--- config.mk ---
export PLATFORM = sky130hd
export DESIGN_NAME = pmask_gen
export DESIGN_NICKNAME = d
export VERILOG_FILES = /design/src/rtl/pmask_pkg.sv /design/src/rtl/pmask_decode.sv /design/src/rtl/pmask_ea_low.sv /design/src/rtl/pmask_lanes.sv /design/src/rtl/pmask_gen.sv
export SDC_FILE = /design/constraint.sdc
export NUM_CORES = 1
export LEC_CHECK = 0
export ABC_AREA = 1
export BUFFER_PORTS_ARGS = -buffer_cell sky130_fd_sc_hd__buf_2
export CORE_UTILIZATION = 54
export CTS_BUF_LIST = sky130_fd_sc_hd__clkbuf_16
export DETAILED_ROUTE_END_ITERATION = 6
export GPL_TIMING_DRIVEN = 1
export PLACE_DENSITY_LB_ADDON = 0.08
export SLEW_MARGIN = 15
export SYNTH_ARGS = -nofsm -noshare
export SYNTH_HDL_FRONTEND = slang
export SYNTH_HIERARCHICAL = 1
export SYNTH_SLANG_ARGS = --single-unit
--- constraint.sdc ---
create_clock -name clk -period 6.4 [get_ports clk]
set_input_delay 0.32 -clock clk [delete_from_list [all_inputs] [get_ports clk]]
set_output_delay 0.32 -clock clk [all_outputs]
set_load 0.005 [all_outputs]
--- src/rtl/pmask_pkg.sv ---
package pmask_pkg;

  localparam int INSN_W = 32;
  localparam int VD_W   = 7;

  localparam logic [5:0] OPC_XFORM = 6'd31;
  localparam logic [5:0] OPC_WIDE  = 6'd4;

  localparam logic [9:0] XO_X_LEFT  = 10'd6;
  localparam logic [9:0] XO_X_RIGHT = 10'd38;
  localparam logic [6:0] XO_W_LEFT  = 7'd3;
  localparam logic [6:0] XO_W_RIGHT = 7'd67;

  typedef enum logic [1:0] {
    DIR_NONE  = 2'd0,
    DIR_LEFT  = 2'd1,
    DIR_RIGHT = 2'd2
  } dir_e;

  typedef struct packed {
    logic            legal;
    dir_e            dir;
    logic [VD_W-1:0] vd;
    logic            ra_zero;
  } dec_t;

endpackage

--- src/rtl/pmask_decode.sv ---
module pmask_decode
  import pmask_pkg::*;
(
  input  logic [INSN_W-1:0] insn,
  output dec_t              dec
);

  // Instruction bit k (k = 0 is the MSB) sits on port bit 31-k.
  logic [5:0] f_opc;
  logic [4:0] f_vd_lo;
  logic [4:0] f_ra;
  logic [9:0] f_xo_x;
  logic       f_rc;
  logic [6:0] f_xo_w;
  logic [1:0] f_vd_hi;
  logic       x_hit;
  logic       w_hit;
  logic       unused_fields;

  assign f_opc   = insn[31:26];
  assign f_vd_lo = insn[25:21];
  assign f_ra    = insn[20:16];
  assign f_xo_x  = insn[10:1];
  assign f_rc    = insn[0];
  assign f_xo_w  = insn[10:4];
  assign f_vd_hi = insn[3:2];

  // RB register number is resolved by the issue stage; only its value arrives.
  assign unused_fields = ^insn[15:11];

  assign x_hit = (f_opc == OPC_XFORM) && !f_rc;
  assign w_hit = (f_opc == OPC_WIDE);

  always_comb begin
    dec         = '0;
    dec.dir     = DIR_NONE;
    dec.ra_zero = (f_ra == 5'd0);
    if (x_hit) begin
      dec.vd = {2'b00, f_vd_lo};
      if (f_xo_x == XO_X_LEFT) begin
        dec.legal = 1'b1;
        dec.dir   = DIR_LEFT;
      end else if (f_xo_x == XO_X_RIGHT) begin
        dec.legal = 1'b1;
        dec.dir   = DIR_RIGHT;
      end
    end else if (w_hit) begin
      dec.vd = {f_vd_hi, f_vd_lo};
      if (f_xo_w == XO_W_LEFT) begin
        dec.legal = 1'b1;
        dec.dir   = DIR_LEFT;
      end else if (f_xo_w == XO_W_RIGHT) begin
        dec.legal = 1'b1;
        dec.dir   = DIR_RIGHT;
      end
    end
  end

endmodule

--- src/rtl/pmask_ea_low.sv ---
module pmask_ea_low #(
  parameter int GPR_W = 64,
  parameter int SH_W  = 4
) (
  input  logic             ra_zero,
  input  logic [GPR_W-1:0] ra_val,
  input  logic [GPR_W-1:0] rb_val,
  output logic [SH_W-1:0]  sh
);

  logic [GPR_W-1:0] base;
  logic             unused_upper;

  assign base = ra_zero ? '0 : ra_val;

  // Carries only propagate upward, so the low nibble of the full sum
  // equals the sum of the low nibbles.
  assign sh = base[SH_W-1:0] + rb_val[SH_W-1:0];

  assign unused_upper = ^{base[GPR_W-1:SH_W], rb_val[GPR_W-1:SH_W]};

endmodule

--- src/rtl/pmask_lanes.sv ---
module pmask_lanes #(
  parameter int LANES  = 16,
  parameter int LANE_W = 8,
  parameter int SH_W   = $clog2(LANES)
) (
  input  logic [SH_W-1:0]         sh,
  input  logic                    right,
  output logic [LANES*LANE_W-1:0] mask
);

  logic [LANE_W-1:0] start;

  assign start = right ? (LANE_W'(LANES) - LANE_W'(sh)) : LANE_W'(sh);

  for (genvar i = 0; i < LANES; i++) begin : g_lane
    assign mask[(LANES-1-i)*LANE_W +: LANE_W] = start + LANE_W'(i);
  end

endmodule

--- src/rtl/pmask_gen.sv ---
module pmask_gen
  import pmask_pkg::*;
#(
  parameter int GPR_W  = 64,
  parameter int LANES  = 16,
  parameter int LANE_W = 8
) (
  input  logic                    clk,
  input  logic                    rst,
  input  logic                    in_valid,
  input  logic [INSN_W-1:0]       in_insn,
  input  logic [GPR_W-1:0]        ra_val,
  input  logic [GPR_W-1:0]        rb_val,
  output logic                    out_we,
  output logic [VD_W-1:0]         out_vd,
  output logic [LANES*LANE_W-1:0] out_mask,
  output logic                    out_illegal
);

  localparam int SH_W   = $clog2(LANES);
  localparam int MASK_W = LANES * LANE_W;

  dec_t              dec;
  logic [SH_W-1:0]   sh;
  logic [MASK_W-1:0] mask_c;

  pmask_decode u_decode (
    .insn (in_insn),
    .dec  (dec)
  );

  pmask_ea_low #(
    .GPR_W (GPR_W),
    .SH_W  (SH_W)
  ) u_ea (
    .ra_zero (dec.ra_zero),
    .ra_val  (ra_val),
    .rb_val  (rb_val),
    .sh      (sh)
  );

  pmask_lanes #(
    .LANES  (LANES),
    .LANE_W (LANE_W),
    .SH_W   (SH_W)
  ) u_lanes (
    .sh    (sh),
    .right (dec.dir == DIR_RIGHT),
    .mask  (mask_c)
  );

  always_ff @(posedge clk) begin
    if (rst) begin
      out_we      <= 1'b0;
      out_illegal <= 1'b0;
      out_vd      <= '0;
      out_mask    <= '0;
    end else begin
      out_we      <= in_valid && dec.legal;
      out_illegal <= in_valid && !dec.legal;
      if (in_valid && dec.legal) begin
        out_vd   <= dec.vd;
        out_mask <= mask_c;
      end
    end
  end

endmodule

==> flow_summary_export.csv <==
group,metric,value,unit
pwr,vdd_drop_max,0.164,mV
clock_network,clkTransAtPathRegs,50,ps
drt,vias,6300,
min_path,whs_path_depth,2,
final_layout,drive_gt1_frac,0.197,
placed_design,dp_hpwl,10.7,mm
clock_network,cts_made_buffers,17,
die,dieArea,0.0140,sq mm
sta,fin_crit,3610,ps
final_layout,area_growth,13.2,%
global_route,grt_pass1_vias,5729,
sta,hold_viol_final,0,
sta,final_max_slew_viol_count,0,
job,cap_violations,0,
die,placementRows,42,
die,io_pins,300,
logic_synthesis,yosysUniqueCellTypes,35,
sta,worst_pin_slew,1090,ps
die,initial_core_util,0.552,
clock_network,cts_resized,0,
global_route,grt_first_pass_wirelength,26.9,mm
logic_synthesis,synth_top_flop_cell,"dfxtp_1",
setup_path,reg2reg_to,"out_mask[114]$_SDFFE_PP0P_",
logic_synthesis,syn_inst,1168,
drt,wl,16.3,mm
placed_design,io_buffers,174,
setup_path,required,6700,ps
final_layout,layout_common_cells,"nand2_1 (357), nor2_1 (292), buf_2 (174)",
min_path,min_to,"out_we$_SDFF_PP0_",
placed_design,gp_congestion,0.812,
die,core_area,0.0132,sq mm
drt,viasPerCell,4.30,
drt,first_iter_violations,320,
sta,finalCritPeriodShare,0.565,
clock_network,clock_latency,410,ps
pwr,finalPower,1.90,mW
drt,firstDrtPassIters,5,
clock_network,clock_path_buffers,2,
sta,rsz0062_at_grt,"no",
final_layout,diodes,0,
pwr,power.density,229,mW/mm^2
global_route,grt_overflow_total,0,
logic_synthesis,ys_seq_area_frac,0.375,
drt,wl_per_cell,11.1,um
final_layout,final_net_count,1448,
logic_synthesis,ys_warn_count,6,
setup_path,cp-start-kind,"input pin",
clock_network,post_cts_buffers,0,
sta,setup_violations,0,
clock_network,hold_buffers,0,
setup_path,critical_path_class,"in -> reg",
sta,max_freq,277,MHz
final_layout,fin_util,0.625,
sta,tns,0,ps
clock_network,cts_sinks,137,
setup_path,r2r_cells,4,
die,dieHeight,118,um
sta,clock_skew,0,ps
pwr,leakage,5.23,nW
final_layout,layout_commonest_cell,"nand2_1",
logic_synthesis,synth_edf_count,0,
clock_network,cts_root_buf,"clkbuf_16",
setup_path,arrival,3920,ps
setup_path,cp_max_fo,8,
drt,drcViolationCount,0,
sta,relSlewSlack,0.276,
clock_network,htreeDepth,4,
min_path,hold_class,"in -> reg",
global_route,grt_usage,0.242,
die,die_w,118,um
drt,ant_nets,0,
logic_synthesis,synth_area_per_cell,6.26,sq um
clock_network,cts_tree,"built",
logic_synthesis,ys_ff_latch,137,
min_path,hp-start,"rst",
logic_synthesis,mappedNetlistArea,0.00731,sq mm
setup_path,rrSetupSlack,5700,ps
global_route,grt_max_degree,197,
global_route,antenna_found_initial,2,
setup_path,endpoint_kind,"flop",
logic_synthesis,synthArstFlopShare,0,
setup_path,r2r-start,"out_mask[114]$_SDFFE_PP0P_",
status,outcome,"complete, no violations",
[per-layer routing]
metal  global-route usage  share of wire
met1                0.287           0.46
met2                0.406           0.46
met3               0.0927          0.076
met4               0.0672          0.010
met5                    0         0.0021
[final cells by class]
class | instances | area (sq um)
Clock buffer | 17 | 425
Inverter | 184 | 701
Timing Repair Buffer | 177 | 893
Multi-Input combinational cell | 759 | 3230
Fill cell | 1334 | 4960
Tap cell | 176 | 220
Sequential cell | 137 | 2740
Clock inverter | 15 | 70.1
[worst max path at each step]
stage	startpoint	endpoint	slack, ps	depth (start not counted)
floorplan	in_insn[19]	out_mask[66]$_SDFFE_PP0P_	3140	18
global placement	in_insn[19]	out_mask[2]$_SDFFE_PP0P_	2330	18
detailed placement	in_insn[19]	out_mask[66]$_SDFFE_PP0P_	2360	18
CTS	in_insn[19]	out_mask[66]$_SDFFE_PP0P_	2780	18
global route	in_insn[19]	out_mask[101]$_SDFFE_PP0P_	2510	15
finish	in_insn[19]	out_mask[66]$_SDFFE_PP0P_	2790	18
[metrics by stage]
step / instances / worst slack, ps / hold WS [ps] / area [sq um]
floorplan: 1200 / 3140 / 392 / 7430
global placement: 1433 / 2330 / 494 / 7790
detailed placement: 1433 / 2360 / 495 / 7790
CTS: 1465 / 2780 / 108 / 8280
global route: 1465 / 2510 / 114 / 8280
finish: 1465 / 2790 / 118 / 8280
[report_power, final]
group | internal [mW] | leakage [nW] | total (mW) | switching (mW)
clock network | 0.478 | 0.249 | 0.829 | 0.351
registers | 0.854 | 1.10 | 0.854 | 0.000131
logic | 0.0597 | 3.88 | 0.217 | 0.158
[worst max-delay path, cell delays in order]
cell and delay [ps]:
buf_2 90, nor3_1 150, nor3b_1 490, nor2_1 110, ha_1 240, fa_1 550
inv_2 70, ha_1 270, nand2_1 80, o21ai_4 240, inv_4 180, ha_1 270
nand2_2 110, inv_1 60, nor2_1 350, inv_1 140, nor2_1 130, nor2_1 60
[state kept, by name, summed over array words and instances, names as in the netlist]
signal,flops
out_mask,128
out_we,1
out_illegal,1
out_vd,7
[cells by family (layout without fill, tap and decap cells)]
family                   count (synthesis)  in the layout  share of synthesized area
AO/OA/AOI/OAI                           12             12                     0.0111
XOR/XNOR                                 4              4                    0.00684
adder cells (fa/ha/maj)                  9              9                     0.0164
buffers and inverters                  304            393                      0.202
flip-flops                             137            137                      0.375
other                                    1             33                   0.000513
AND/OR/NAND/NOR                        701            701                      0.388
[synthesized netlist by cell type, types with 2 or more instances]
cell,number,area (sq um)
buf_4,70,526
inv_4,3,18.8
inv_1,168,631
nand2_2,14,87.6
inv_2,13,48.8
xnor2_2,2,32.5
o21ai_2,2,17.5
nand3_1,16,80.1
nand2_8,2,40.0
nand2_4,3,33.8
clkbuf_1,14,52.6
nand2_1,357,1340
dfxtp_1,137,2740
ha_1,8,100
nor2_2,6,37.5
nor2_4,2,22.5
nand3_4,2,35.0
xor2_1,2,17.5
buf_2,33,165
nor2_1,292,1100
o21ai_1,2,10.0
o21ai_0,5,25.0
buf_6,3,33.8
No activity file was read; power rests on OpenSTA's default activity.
